`src/rtl/addr_recog_pkg.sv`:
```
package addr_recog_pkg;
  typedef struct packed {
    logic load;   // latch the comparison result
    logic clear;  // drop every indication
  } ctlStrobes_t;
endpackage

```
`src/rtl/addr_recog_ctrl.sv`:
```
module addr_recog_ctrl
  import addr_recog_pkg::*;
(
  input  logic        clk,
  input  logic        rstN,
  input  logic        enable,
  input  logic        masterMode,
  input  logic        startSeen,
  input  logic        stopSeen,
  input  logic        byteValid,
  output ctlStrobes_t ctl
);
  logic armed;
  logic active;

  assign active = enable && !masterMode;

  always_comb begin
    ctl.clear = !active || startSeen || stopSeen;
    ctl.load  = active && armed && byteValid && !startSeen && !stopSeen;
  end

  always_ff @(posedge clk or negedge rstN) begin
    if (!rstN)              armed <= 1'b0;
    else if (!active)       armed <= 1'b0;
    else if (startSeen)     armed <= 1'b1;
    else if (stopSeen)      armed <= 1'b0;
    else if (byteValid)     armed <= 1'b0;
  end
endmodule

```
`src/rtl/addr_recog_dp.sv`:
```
module addr_recog_dp
  import addr_recog_pkg::*;
#(
  parameter int ADDR_BITS = 7,
  localparam int BYTE_W = ADDR_BITS + 1
) (
  input  logic              clk,
  input  logic              rstN,
  input  ctlStrobes_t       ctl,
  input  logic [BYTE_W-1:0] ownAddr,
  input  logic [BYTE_W-1:0] rxByte,
  output logic              addrMatch,
  output logic              genCallMatch,
  output logic              readDir
);
  logic ownHit;
  logic gcHit;
  logic addrNonZero;

  assign addrNonZero = |rxByte[BYTE_W-1:1];
  assign ownHit = addrNonZero && (rxByte[BYTE_W-1:1] == ownAddr[BYTE_W-1:1]);
  assign gcHit  = ownAddr[0] && (rxByte == '0);

  always_ff @(posedge clk or negedge rstN) begin
    if (!rstN) begin
      addrMatch    <= 1'b0;
      genCallMatch <= 1'b0;
      readDir      <= 1'b0;
    end else if (ctl.clear) begin
      addrMatch    <= 1'b0;
      genCallMatch <= 1'b0;
      readDir      <= 1'b0;
    end else if (ctl.load) begin
      addrMatch    <= ownHit;
      genCallMatch <= gcHit;
      readDir      <= ownHit && rxByte[0];
    end
  end
endmodule

```
`src/rtl/slave_addr_recognizer.sv`:
```
module slave_addr_recognizer
  import addr_recog_pkg::*;
#(
  parameter int ADDR_BITS = 7,
  localparam int BYTE_W = ADDR_BITS + 1
) (
  input  logic              clk,
  input  logic              rstN,
  input  logic              enable,
  input  logic              masterMode,
  input  logic [BYTE_W-1:0] ownAddr,
  input  logic              startSeen,
  input  logic              stopSeen,
  input  logic              byteValid,
  input  logic [BYTE_W-1:0] rxByte,
  output logic              addrMatch,
  output logic              genCallMatch,
  output logic              readDir
);
  ctlStrobes_t ctl;

  addr_recog_ctrl u_ctrl (
    .clk(clk), .rstN(rstN), .enable(enable), .masterMode(masterMode),
    .startSeen(startSeen), .stopSeen(stopSeen), .byteValid(byteValid),
    .ctl(ctl)
  );

  addr_recog_dp #(.ADDR_BITS(ADDR_BITS)) u_dp (
    .clk(clk), .rstN(rstN), .ctl(ctl), .ownAddr(ownAddr), .rxByte(rxByte),
    .addrMatch(addrMatch), .genCallMatch(genCallMatch), .readDir(readDir)
  );
endmodule

```
`config.mk`:
```
export PLATFORM = sky130hd
export DESIGN_NAME = slave_addr_recognizer
export DESIGN_NICKNAME = d
export VERILOG_FILES = /design/src/rtl/addr_recog_pkg.sv /design/src/rtl/addr_recog_ctrl.sv /design/src/rtl/addr_recog_dp.sv /design/src/rtl/slave_addr_recognizer.sv
export SDC_FILE = /design/constraint.sdc
export NUM_CORES = 1
export LEC_CHECK = 0
export BUFFER_PORTS_ARGS = -buffer_cell sky130_fd_sc_hd__buf_2
export CAP_MARGIN = 20
export CORE_AREA = 2 2 39 41
export DETAILED_ROUTE_END_ITERATION = 8
export DIE_AREA = 0 0 41 43
export HOLD_SLACK_MARGIN = 0.02
export PLACE_DENSITY = 0.58
export SLEW_MARGIN = 40
export SYNTH_ARGS = -nofsm -noshare
export SYNTH_HDL_FRONTEND = slang
export SYNTH_SLANG_ARGS = --single-unit
```
`constraint.sdc`:
```
create_clock -name clk -period 2.35 [get_ports clk]
set_input_delay 0.235 -clock clk [delete_from_list [all_inputs] [get_ports clk]]
set_output_delay 0.235 -clock clk [all_outputs]
set_load 0.03 [all_outputs]
```
## Yosys cells after proc, flatten, opt, wreduce, memory -nomap -nowiden

Index checks and enable logic that the tools add are counted.

- Flip-flop bits (word level): 4
- Latch bits: 0
- Bits in writable memories: 0
- Bits in read-only memories: 0
- Input port bits: 23
- Output and inout bits: 3
- Word-level logic and storage cells: 33
- Memories: 0

- $add $sub $neg: 0
- Multipliers: 0
- Div/mod/pow operators: 0
- Magnitude comparators: 0
- Equality and inequality tests: 2
- Shift operators: 0
- Muxes and demuxes: 10
- Bitwise logic cells: 0
- Reduce and logical (&&, ||, !) cells: 17

Operators with widths:

| cell | number |
|---|---|
| 2-to-1 mux 1 bit | 10 |
| logical AND 1 bit | 8 |
| zero test 8 bit | 1 |
| equality test 7 bit | 1 |
| OR reduction 7 bit | 1 |
| zero test 1 bit | 4 |
| != test 4 bit, second input constant | 1 |
| logical OR 1 bit | 2 |
| nonzero test 2 bit | 1 |

## Logic depth before layout (Yosys ltp)

- Depth in word-level cells: 8
- Mapped depth: 4
- Gate-level depth less buffers: 4

## Cells and area by module

A second synthesis with hierarchy kept.

- Cells, all modules: 30
- Area total of the unflattened synthesis: 300.3 um2

Modules (own cells, without submodules):

| module | times used | cells an instance | area an instance (um2) | sequential area each (um2) |
|---|---|---|---|---|
| addr_recog_dp | 1 | 22 | 232.7 | 75.1 |
| addr_recog_ctrl | 1 | 8 | 67.6 | 25.0 |

## Least setup slack after synthesis

No wires, ideal clock.

- Path kind: in2reg
- From: input stopSeen
- To: register u_dp.readDir
- Library setup time: 77 ps
- Arrival: 1276 ps
- Required time: 2273 ps
- Slack: 998 ps
- Cell stages on the path: 4
- Buffers on the path: 0
- Cell sequence: or4b_4 > nor4_2 > nand4_1 > o21ai_1

- Longest elaborated chain between the ends: 3
- Elaborated cells between the ends (all ways): 5
- Those cells by class: mux (1); reduce/logical (4)

Ends and longest elaborated chain:

| what | RTL line | text |
|---|---|---|
| start, declared | slave_addr_recognizer.sv:13 | `input logic stopSeen,` |
| zero test 1 bit | addr_recog_ctrl.sv:20 | `ctl.load = active && armed && byteValid && !startSeen && !stopSeen;` |
| logical AND 1 bit | addr_recog_ctrl.sv:20 |  |
| nonzero test 2 bit (no line) | n/a |  |
| end signal, assigned | addr_recog_dp.sv:36 | `readDir <= ownHit && rxByte[0];` |
| end, declared | addr_recog_dp.sv:14 | `output logic readDir` |

Several ways; a longest one is shown, not always the timed one.
A chain may end at the register's enable or synchronous reset.

## Worst setup path in the final report

Ends and elaborated chain as after synthesis.

==> parameters.txt <==
Parameter                              Value

Run status
  Status ... completed

Place
  Placed Area ... 437.9 um2
  Cell total after placement ... 75
  Total of buffers placed on input and output ports ... 25
  HPWL after DPL ... 671.3 um
  Final weighted congestion in routability-driven placement ... roughly 0.76

Clocking
  Number of sinks handled by clock tree synthesis ... 4
  Clock transition at the register clock pins on the worst setup and hold paths after CTS ... 40 ps
  Largest buffer count on any clock path ... 2
  Number of buffers created by CTS ... 3
  Number of gates given a new drive strength after cts ... 0
  Clock Tree Root ... sky130_fd_sc_hd__clkbuf_4
  Maximum level of the CTS H-tree ... 1
  Latest clock arrival within the worst-skew pair ... 230 ps
  TritonCTS clock tree ... yes

Floorplanning
  Die X-Extent ... just over 40 um
  Floorplan Core Area ... 1384 um2
  Number of top-level design ports ... 26
  Row count ... 14
  Initial Util ... 21.16%
  Die area ... 1763 um2
  Die height ... 43 um

STA
  Share of the clock period used by the worst path after layout ... 55.56%
  Max-slew violation total from the final report ... 0
  Clock skew after layout ... 1.338 ps
  Final count of negative-setup-slack endpoints ... 0
  Final critical delay including setup and external delays ... 1306 ps
  Setup tns final ... 0 ps
  Worst-case hold slack ... 176.5 ps
  Maximum clock frequency ... 765.8 MHz
  Unrepaired setup endpoints after global routing ... false
  Hold Violations, Final ... 0
  Slew of the pin with the lowest slew margin ... roughly 230 ps
  Tightest slew margin relative to the limit ... 84.71%

Global route
  Total global routing overflow ... 0
  Vias in the first global route ... roughly 330
  Pin count of the biggest net entering global routing ... 5
  Initial antenna violation count ... 0
  Total global routing track utilization ... 10.97%
  First-pass GRT wire length ... 1331 um

Yosys
  Synthesized Nets ... 57
  Leading cell types by total area after synthesis ... sky130_fd_sc_hd__dfrtp_1 34%, sky130_fd_sc_hd__xor2_1 9.0%, sky130_fd_sc_hd__nand2_1 7.7%
  Area of the mapped netlist ... 292.8 um2
  Yosys cell types ... 19
  Sequential cell area fraction in the yosys report ... 34.19%
  Avg Cell Area, Syn ... between 8 and 9 um2
  Cell taking the most area after synthesis ... sky130_fd_sc_hd__dfrtp_1
  Area share of the largest cell type after synthesis ... 34.19%
  Yosys synthesis warning count ... 0
  Post-Syn Instances ... 34
  FF+latch count, synth ... 4

Detailed routing
  Per-cell routed wire length ... a little under 10 um
  Post-route ant nets ... 0
  Drc violations ... 0
  Number of iterations in the first detailed-routing pass ... 3
  Avg Vias per Cell ... 4.430
  Final wirelength ... 762 um
  Vias post-DR ... 350
  First-iteration detailed-routing DRC count ... 2

Cells and area
  Fin nets ... 88
  Fraction of final layout cells with drive strength greater than 1 ... 49.21%
  Most frequent cells in the layout ... 25 x sky130_fd_sc_hd__buf_2, 6 x sky130_fd_sc_hd__nand2_1, 4 x sky130_fd_sc_hd__dfrtp_1
  Most frequent standard cell in the layout excluding fill and tap cells ... sky130_fd_sc_hd__buf_2
  Final standard cell area without fillers ... 470.5 um2
  Number of diodes ... 0
  Layout Cells excl Fill ... just under 80
  Synthesis-to-layout area growth ... 60.68%
  Filler Cell Count ... 155

Power
  Combinational share of power ... 21.6%
  Power density over the cells ... ~420 nW/um2
  Share of power burned in the clock network ... 42.5%
  Switching power summed over all nets ... 45.87 uW
  Power Internal ... ~150 uW
  Sequential share of power ... 35.9%
  Net switching share of the total power ... 23.39%
  Total power draw ... between 150 and 200 uW
  LEAKAGE ... 0.0002455 uW
  Highest ir drop seen on vdd ... 0.1782 mV

Critical path
  Critical path data required time ... 2510 ps
  Critical path data arrival time ... approximately 1500 ps
  R2R Path End ... u_dp.genCallMatch
  Cell count of the worst reg-to-reg path ... 3
  Worst-path fanout max ... 3
  Crit. End Element ... register
  Kind of critical path ... in2reg
  Kind of launch point of the worst setup path ... input pin
  Start of the worst register-to-register path ... u_ctrl.armed
  Reg-to-reg setup timing slack ... 1230 ps

Hold path
  Class of the most critical hold timing path ... in2reg
  Hold Startpoint ... masterMode
  Endpoint of the worst hold path ... u_ctrl.armed
  Worst Hold Path Cells ... 2

Flow run
  Maxcap violations ... 0
sequential cells by signal, summed over array words and instances, names as in the netlist:
| register | flops |
|---|---|
| u_ctrl.armed | 1 |
| u_dp.genCallMatch | 1 |
| u_dp.readDir | 1 |
| u_dp.addrMatch | 1 |
cell usage after synthesis (all sizes together):
cell	number
nand2b	1
nor4	2
a221oi	1
a21oi	2
or4b	1
dfrtp	4
inv	4
nand4	1
o2111a	1
or4	1
nor2	1
xnor2	2
nor3b	2
nand2	6
nor3	1
o21ai	1
xor2	3
per-stage QoR:
step | worst slack, ps | utilization [%]
after global placement | 855.7 | 31.65
after CTS | 1033 | 34.00
final | 1044 | 34.00
after detailed placement | 786.8 | 31.65
after floorplan | 997.7 | -
after global routing | 935.3 | 34.00
cells by family after synthesis:
kind of cell / share of synthesized area, %
buf+inv: 5.127
xor+xnor: 14.96
simple gates: 33.76
compound gates: 11.96
flops: 34.19
worst max-delay path by stage:
stage	end	startpoint
2_1_floorplan	u_dp.readDir	stopSeen
3_3_place_gp	u_dp.readDir	stopSeen
3_5_place_dp	u_dp.readDir	stopSeen
4_1_cts	u_dp.readDir	stopSeen
5_1_grt	u_dp.readDir	stopSeen
6_report	u_dp.readDir	stopSeen
layer usage:
metal	vias up	GRT usage [%]	part of all wire, %
li1	178	-	-
met1	158	13.59	38
met2	14	16.25	54
met3	0	4.712	8.0
met4	0	4.000	0
met5	-	0	0
power groups by stage:
stage	clock network [uW]	registers (uW)	logic [uW]
3_5_place_dp	0	71.3	41.6
4_1_cts	87.5	70.4	43.2
3_3_place_gp	0	71.3	40.8
5_1_grt	93.0	70.5	47.5
2_1_floorplan	0	71.2	14.9
6_report	83.3	70.5	42.3
layout make-up:
class,count,area (um2),share of cell area (%)
multi-input combinational,26,177.7,37.77
timing repair buffer,26,135.1,28.72
sequential,4,100.1,21.28
clock buffer,3,22.52,4.787
tap,16,20.02,4.255
inverter,4,15.01,3.191
timing repair:
action | CTS | global route
setup buffers | 0 | 0
hold buffers | 1 | 0
endpoints found under the hold margin | 4 | 0
worst max-delay path, cell delays in order:
cell and delay (ps):
sky130_fd_sc_hd__buf_2 110, sky130_fd_sc_hd__or4b_4 550, sky130_fd_sc_hd__nor4_2 290, sky130_fd_sc_hd__nand4_1 150
sky130_fd_sc_hd__o21ai_1 130
Note: power is estimated with default switching activity, not from simulation.
